`config.mk`:
```
export PLATFORM = sky130hd
export DESIGN_NAME = fetch_decoder
export DESIGN_NICKNAME = d
export VERILOG_FILES = /design/src/rtl/fetchdec_pkg.sv /design/src/rtl/fd_pc_reg.sv /design/src/rtl/fd_op_class.sv /design/src/rtl/fd_field_extract.sv /design/src/rtl/fd_next_pc.sv /design/src/rtl/fetch_decoder.sv
export SDC_FILE = /design/constraint.sdc
export NUM_CORES = 1
export LEC_CHECK = 0
export ABC_CLOCK_PERIOD_IN_PS = 2700
export BUFFER_PORTS_ARGS = -buffer_cell sky130_fd_sc_hd__buf_2
export CAP_MARGIN = 20
export CORE_AREA = 2 2 140 142
export CTS_CLUSTER_SIZE = 25
export DETAILED_ROUTE_END_ITERATION = 10
export DIE_AREA = 0 0 142 144
export PLACE_DENSITY = 0.66
export SETUP_SLACK_MARGIN = 0.5
export SLEW_MARGIN = 20
export SYNTH_ARGS = -nofsm -noshare
export SYNTH_HDL_FRONTEND = slang
export SYNTH_SLANG_ARGS = --single-unit
```
`constraint.sdc`:
```
create_clock -name clk -period 2.7 [get_ports clk]
set_input_delay 0.27 -clock clk [delete_from_list [all_inputs] [get_ports clk]]
set_output_delay 0.27 -clock clk [all_outputs]
set_load 0.05 [all_outputs]
```
`src/rtl/fetchdec_pkg.sv`:
```
package fetchdec_pkg;

   typedef enum logic [3:0] {
      OP_HALT  = 4'h0,
      OP_NOP   = 4'h1,
      OP_CMOV  = 4'h2,
      OP_IRMOV = 4'h3,
      OP_RMMOV = 4'h4,
      OP_MRMOV = 4'h5,
      OP_ALU   = 4'h6,
      OP_JUMP  = 4'h7,
      OP_CALL  = 4'h8,
      OP_RET   = 4'h9,
      OP_PUSH  = 4'hA,
      OP_POP   = 4'hB
   } opcode_e;

   localparam logic [3:0] NO_REG      = 4'hF;
   localparam logic [3:0] ALU_FN_MAX  = 4'd3;
   localparam logic [3:0] COND_FN_MAX = 4'd6;

   typedef struct packed {
      logic has_reg;
      logic has_const;
      logic code_ok;
      logic fn_ok;
   } op_class_t;

endpackage

```
`src/rtl/fd_pc_reg.sv`:
```
module fd_pc_reg #(
   parameter int                ADDR_W   = 64,
   parameter logic [ADDR_W-1:0] RESET_PC = '0
) (
   input  logic              clk,
   input  logic              rst_n,
   input  logic              load,
   input  logic [ADDR_W-1:0] next_val,
   output logic [ADDR_W-1:0] pc
);

   always_ff @(posedge clk or negedge rst_n) begin
      if (!rst_n)
         pc <= RESET_PC;
      else if (load)
         pc <= next_val;
   end

endmodule

```
`src/rtl/fd_op_class.sv`:
```
module fd_op_class
   import fetchdec_pkg::*;
(
   input  logic [3:0] code,
   input  logic [3:0] fn,
   output op_class_t  cls
);

   always_comb begin
      cls = '{has_reg: 1'b0, has_const: 1'b0, code_ok: 1'b1, fn_ok: (fn == 4'd0)};
      case (code)
         OP_HALT, OP_NOP, OP_RET: ;
         OP_CMOV: begin
            cls.has_reg = 1'b1;
            cls.fn_ok   = (fn <= COND_FN_MAX);
         end
         OP_ALU: begin
            cls.has_reg = 1'b1;
            cls.fn_ok   = (fn <= ALU_FN_MAX);
         end
         OP_PUSH, OP_POP: cls.has_reg = 1'b1;
         OP_IRMOV, OP_RMMOV, OP_MRMOV: begin
            cls.has_reg   = 1'b1;
            cls.has_const = 1'b1;
         end
         OP_JUMP: begin
            cls.has_const = 1'b1;
            cls.fn_ok     = (fn <= COND_FN_MAX);
         end
         OP_CALL: cls.has_const = 1'b1;
         default: begin
            cls.code_ok = 1'b0;
            cls.fn_ok   = 1'b1;
         end
      endcase
   end

endmodule

```
`src/rtl/fd_field_extract.sv`:
```
module fd_field_extract
   import fetchdec_pkg::*;
#(
   parameter int WORD_W      = 64,
   parameter int FETCH_BYTES = 10
) (
   input  logic [FETCH_BYTES*8-1:0] bytes_in,
   input  logic                     has_reg,
   input  logic                     has_const,
   output logic [3:0]               code,
   output logic [3:0]               fn,
   output logic [3:0]               ra,
   output logic [3:0]               rb,
   output logic [WORD_W-1:0]        valc
);

   localparam int CONST_BYTES = WORD_W / 8;

   logic [WORD_W-1:0] const_after_op;
   logic [WORD_W-1:0] const_after_reg;

   assign code = bytes_in[7:4];
   assign fn   = bytes_in[3:0];

   // constant bytes are little-endian: lowest address is least significant
   for (genvar k = 0; k < CONST_BYTES; k++) begin : g_const_byte
      assign const_after_op[k*8 +: 8]  = bytes_in[(1 + k)*8 +: 8];
      assign const_after_reg[k*8 +: 8] = bytes_in[(2 + k)*8 +: 8];
   end

   always_comb begin
      ra = NO_REG;
      rb = NO_REG;
      if (has_reg) begin
         ra = bytes_in[15:12];
         rb = bytes_in[11:8];
      end
   end

   always_comb begin
      if (!has_const)
         valc = '0;
      else if (has_reg)
         valc = const_after_reg;
      else
         valc = const_after_op;
   end

endmodule

```
`src/rtl/fd_next_pc.sv`:
```
module fd_next_pc #(
   parameter int ADDR_W      = 64,
   parameter int CONST_BYTES = 8
) (
   input  logic [ADDR_W-1:0] pc,
   input  logic              has_reg,
   input  logic              has_const,
   output logic [ADDR_W-1:0] valp
);

   localparam int LEN_W = $clog2(CONST_BYTES + 3);

   logic [LEN_W-1:0] len;

   always_comb begin
      len = LEN_W'(1) + LEN_W'(has_reg);
      if (has_const)
         len = len + LEN_W'(CONST_BYTES);
   end

   assign valp = pc + ADDR_W'(len);

endmodule

```
`src/rtl/fetch_decoder.sv`:
```
module fetch_decoder
   import fetchdec_pkg::*;
#(
   parameter int                ADDR_W      = 64,
   parameter int                WORD_W      = 64,
   parameter int                FETCH_BYTES = 10,
   parameter logic [ADDR_W-1:0] RESET_PC    = '0
) (
   input  logic                     clk,
   input  logic                     rst_n,
   input  logic                     pc_load,
   input  logic [ADDR_W-1:0]        pc_next,
   output logic [ADDR_W-1:0]        imem_addr,
   input  logic [FETCH_BYTES*8-1:0] imem_bytes,
   output logic [3:0]               icode,
   output logic [3:0]               ifun,
   output logic [3:0]               ra,
   output logic [3:0]               rb,
   output logic [WORD_W-1:0]        valc,
   output logic [ADDR_W-1:0]        valp,
   output logic                     instr_invalid,
   output logic                     halt
);

   localparam int CONST_BYTES = WORD_W / 8;
   localparam int MAX_LEN     = 2 + CONST_BYTES;

   if (WORD_W % 8 != 0) begin : g_bad_word
      $error("WORD_W must be a whole number of bytes");
   end
   if (FETCH_BYTES != MAX_LEN) begin : g_bad_fetch
      $error("FETCH_BYTES must equal the longest instruction length");
   end
   if (ADDR_W < 8) begin : g_bad_addr
      $error("ADDR_W too small");
   end

   op_class_t cls;

   fd_pc_reg #(.ADDR_W(ADDR_W), .RESET_PC(RESET_PC)) i_pc (
      .clk      (clk),
      .rst_n    (rst_n),
      .load     (pc_load),
      .next_val (pc_next),
      .pc       (imem_addr)
   );

   fd_field_extract #(.WORD_W(WORD_W), .FETCH_BYTES(FETCH_BYTES)) i_fields (
      .bytes_in  (imem_bytes),
      .has_reg   (cls.has_reg),
      .has_const (cls.has_const),
      .code      (icode),
      .fn        (ifun),
      .ra        (ra),
      .rb        (rb),
      .valc      (valc)
   );

   fd_op_class i_class (
      .code (icode),
      .fn   (ifun),
      .cls  (cls)
   );

   fd_next_pc #(.ADDR_W(ADDR_W), .CONST_BYTES(CONST_BYTES)) i_next (
      .pc        (imem_addr),
      .has_reg   (cls.has_reg),
      .has_const (cls.has_const),
      .valp      (valp)
   );

   assign instr_invalid = !cls.code_ok || !cls.fn_ok;
   assign halt          = (icode == OP_HALT);

endmodule

```
======== Word level (Yosys, flattened, before mapping) ========
Index checks and enable logic that the tools add are counted.
storage, ports and cells
  register bits after elaboration ......... 64
  output and inout bits ................... 210
  logic and storage cells ................. 36
  input port bits ......................... 147
operators by class
  reduce and logical (&&, ||, !) cells .... 10
  $add $sub $neg .......................... 3
  magnitude comparators ................... 2
  equality and inequality tests ........... 11
  mux-type cells .......................... 9
operators with widths
  kind                 count
  $mux 64              2
  $add 64x4->64        1
  $eq 4x3->1 const B   4
  $eq 4x4->1 const B   4
  $mux 4               3
  $reduce_or 12->1     1
  $reduce_or 9->1      1
  $eq 4x2->1 const B   2
  $logic_not 4->1      2
  $reduce_or 7->1      1
  $reduce_or 5->1      1
  $add 4x4->4 const B  1
  $eq 4x1->1 const B   1
  $le 4x2->1 const B   1
  $le 4x3->1 const B   1
  $mux 1               3
  $pmux 1 s3           1
  $add 1x1->2 const A  1
  $logic_not 1->1      2
  $reduce_or 2->1      1
  $logic_or 1x1->1     1

======== Logic depth before layout (Yosys ltp) ========
  depth after elaboration ................. 7
  gate-level depth with buffers ........... 12
  depth with buffers taken out ............ 9

======== Hierarchy ========
From an unflattened synthesis, not the netlist that was laid out.
second synthesis, totals
  cell total of the unflattened synthesis .. 528
  area, all modules ....................... 5589.1 um^2
by module, submodules not included
  module            area each (um^2)  instances  seq. area each (um^2)  cells an instance
  fd_pc_reg         2678.8            1          1601.5                 135
  fd_next_pc        1512.7            1          0.0                    216
  fd_field_extract  1291.2            1          0.0                    159
  fd_op_class       90.1              1          0.0                    16
  fetch_decoder     16.3              1          0.0                    2

======== Worst setup path before layout ========
OpenSTA, ideal clock, no wires.
  path kind ............................... input port to output port
  from .................................... in imem_bytes[4]
  to ...................................... out valp[35]
  required time ........................... 2.430 ns
  slack ................................... -0.768 ns
  stages on the path ...................... 12
  arrival time ............................ 3.198 ns
  cells stage by stage .................... nand2_1 > o21ai_0 > o21ai_0 > clkbuf_1 > clkbuf_1 > inv_1 > ha_1 > a31o_2 > nand4_1 > buf_2 > nor4_1 > xor2_1
between the ends
  cells in the longest elaborated chain, start to end .. 7
  elaborated cells between the ends (all ways) .. 17
  classes of those cells .................. add/sub (3); eq/ne (9); mux (3); reduce/logical (2)
ends and longest elaborated chain
  what                                      line                 text
  from (decl)                               fetch_decoder.sv:14  input logic [FETCH_BYTES*8-1:0] imem_bytes,
  $eq 4x2->1, or another cell as far along  fd_op_class.sv:11    case (code)
  $reduce_or 7->1 (no source line)          --
  $mux 1                                    fd_op_class.sv:11
  $add 1x1->2                               fd_next_pc.sv:16     len = LEN_W'(1) + LEN_W'(has_reg);
  $add 4x4->4                               fd_next_pc.sv:18     len = len + LEN_W'(CONST_BYTES);
  $mux 4 (*)                                fd_next_pc.sv:17     if (has_const)
  $add 64x4->64 (*)                         fd_next_pc.sv:21     assign valp = pc + ADDR_W'(len);
  to (decl)                                 fetch_decoder.sv:20  output logic [ADDR_W-1:0] valp,
Mark *: on every way between the ends. The rest lies on a longest branch, timed or not.

======== Worst setup path in the final report ========
  from .................................... in imem_bytes[6]
  to ...................................... out valp[48]
Same word-level chain as after synthesis.

==> results.toml <==
[outcome]
outcome = "complete, but fails checks"
violations = "hold timing, setup timing"

[final_layout]
final-seq-area_mm2 = 0.001630
fillCellCount = 1654
final_cell_mix = "285 x buf_2, 159 x nand2_1, 103 x buf_4"
drive_above_1_share_pct = 72.51
top_register = "i_pc.pc"
antenna_cells = 0
area_delta_synth_final_pct = 114.5
reg_top3 = "i_pc.pc (64)"
final_common_cell = "buf_2"
nets = 1210
largest_register_ffs = 64
multi_input_area_mm2 = 0.004876

[worst_setup_path]
path_cells = "buf_2 > nor2b_4 > a21oi_4 > and2_4 > ha_4 > or2_4 > a31oi_4 > a2111o_2 > buf_12 > buf_12 > nor3_4 > xor2_4 > buf_6"
worstSetupStartpointType = "input pin"
worst_setup_path_end_kind = "output pin"
slowest_delay_ns = 0.39
rr_worst_depth = 2
crit_fanout = 18
timing.rr.start = "i_pc.pc[31]"
worst_ep_arrival_time_ns = 2.63
cpMaxStageDelayCell = "a2111o_2"
r2r_slack_ns = 1.68
cp.required_ns = 2.43
r2r_end = "i_pc.pc[31]"
cp_common_cell = "buf_12"
worst-setup-path-type = "in -> out"

[sta]
max_freq_mhz = 344.6
fin_worst_skew_ns = 0
finalSetupViolCount = 28
holdWs_ns = -0.01007
finalHoldViolations = 26
postLayoutSetupSlackWorst_ns = -0.2019
finalCriticalPeriod_ns = 2.902
drv_slew = 0
worst_pin_slew_ns = 0.6975
post-route-period-util_pct = 107.5
rsz0062_at_grt = "yes"
final.setup.tns_ns = -3.150
max_slew_margin_pct = 53.50

[synthesis]
async_flop_share_pct = 100.0
synth_edf_count = 0
yosysUniqueCellTypes = 40
syn_area_per_cell_um2 = 8.114
ys.flop_type = "dfrtp_1"
syn_area_mm2 = 0.004966
ys_seq_elements = 64
ys_warn_count = 0
syn-num-nets = 761
synthCells = 612
seq_area_frac_synth_pct = 32.25

[drt]
drt_iter0_markers = 129
avgViaCountPerCell = 4.773
drc_errors = 0
first_pass_iters = 4
ant_nets = 0
routedWlPerCell_um = 17.95
num_vias = 6224
wl_um = 23400

[die]
initial_core_util_pct = 26.03
fp-row-count = 51
fp.dieH_um = 144
dieArea_mm2 = 0.02045
die_x_um = 142
io_pins = 357
core_area_mm2 = 0.01908

[clocking]
cts.htree.levels = 3
clock-root-buffer = "clkbuf_16"
clock_path_buffers = 2
clkSlewWorstSetupHoldPaths_ns = 0.06
clock_latency_ns = 0.32
cts_hold_buf = 0
cts_buffers = 9
cts_sinks = 64
tritoncts = "built"

[hold_path]
hold_path.class = "in -> async"

[power]
sequentialPowerShare_pct = 22.2
p_leak_nw = 5.076
vdd_drop_max_mv = 0.3327
pwr-share-comb_pct = 51.6
netSwitchingFraction_pct = 45.33
switching_power_mw = 2.415
powerDensity_mw_per_mm2 = 500.3
clockPowerShare_pct = 26.2
internal-power_mw = 2.913

[global_route]
grt_pass1_wl_um = 34090
antenna_found_initial = 2
overflow = 0
grt_start_max_net_pins = 74
grt_pass1_vias = 6237
track_usage_pct = 21.69

[placement]
dp_slack_ns = -0.3343
post-dp-hpwl_um = 17420
gp_congestion = 0.8413
port_buffers = 356

[job]
cap_violations = 0
==> worst max-delay path by stage <==
stage | startpoint | to | slack, ns | cells after the start
floorplan | imem_bytes[4] | valp[54] | -0.24 | 12
global placement | imem_bytes[6] | valp[48] | -0.26 | 13
detailed placement | imem_bytes[6] | valp[48] | -0.33 | 13
CTS | i_pc.pc[1] | valp[38] | -0.20 | 11
global route | imem_bytes[6] | valp[48] | -0.31 | 13
finish | imem_bytes[6] | valp[48] | -0.20 | 13
==> through the flow <==
step | utilization, % | total power [mW] | cells | area [um^2]
2_1_floorplan | - | 2.941 | 612 | 6437
3_3_place_gp | 47.70 | 3.664 | 1244 | 9101
3_5_place_dp | 47.70 | 3.674 | 1244 | 9101
4_1_cts | 53.81 | 5.251 | 1284 | 10270
5_1_grt | 55.82 | 5.545 | 1304 | 10650
6_report | 55.82 | 5.328 | 1304 | 10650
==> Yosys cell counts (all sizes together), types with 4 or more instances <==
cell type	n	area share, %
nand2	164	12
a21oi	67	6.8
dfrtp	64	32
mux2	55	12
xor2	43	7.6
clkbuf	27	2.0
nor3	27	4.4
xnor2	21	3.7
nor2	20	1.5
nand3	18	1.8
buf	16	2.2
nand4	14	2.5
inv	12	0.91
nor4	12	2.2
o21ai	11	1.1
nand2b	10	1.3
and3	7	0.88
and4	4	0.71
==> cell families after synthesis <==
kind of cell	count (synthesis)	synth area share [%]
AND/OR/NAND/NOR	285	28.97
adder cells (fa/ha/maj)	2	0.5038
multiplexers	55	12.47
flip-flops	64	32.25
XOR/XNOR	64	11.29
AO/OA/AOI/OAI	87	9.373
buffers and inverters	55	5.140
==> timing repair <==
item / CTS / global route
pin swaps: 15 / 13
setup buffers: 23 / 19
setup endpoints to repair: 117 / 82
resized for setup: 165 / 53
gates cloned: 1 / 1
==> critical path, delay by kind of cell <==
family                     cells  cell delay [ns]
buffers and inverters          4             0.64
and+or+nand+nor                4             0.70
adders and majority gates      1             0.14
AOI/OAI and AO/OA              3             0.68
xor gates and xnor gates       1             0.19
==> power by group through the flow <==
stage	logic [mW]	registers (mW)	clock network [mW]
floorplan	1.34	1.60	0
CTS	2.65	1.18	1.42
detailed placement	2.47	1.21	0
global placement	2.46	1.21	0
global route	2.89	1.20	1.46
finish	2.75	1.18	1.40
==> routing by layer <==
layer | GRT usage [%] | wire [um] | up-vias
li1 | - | - | 2952
met1 | 23.46 | 8630 | 2999
met3 | 7.682 | 2077 | 27
met4 | 5.316 | 415 | 2
met5 | 0 | 12 | -
met2 | 40.40 | 12270 | 244
==> cell type report <==
class                      count  share of cell area [%]
inverter                      12                  0.4229
multi-input combinational    493                   45.78
timing repair buffer         481                   32.37
clock buffer                  10                   2.244
tap                          238                   2.796
sequential                    64                   15.31
clock inverter                 6                   1.081
Note: power is estimated with default switching activity, not from simulation.
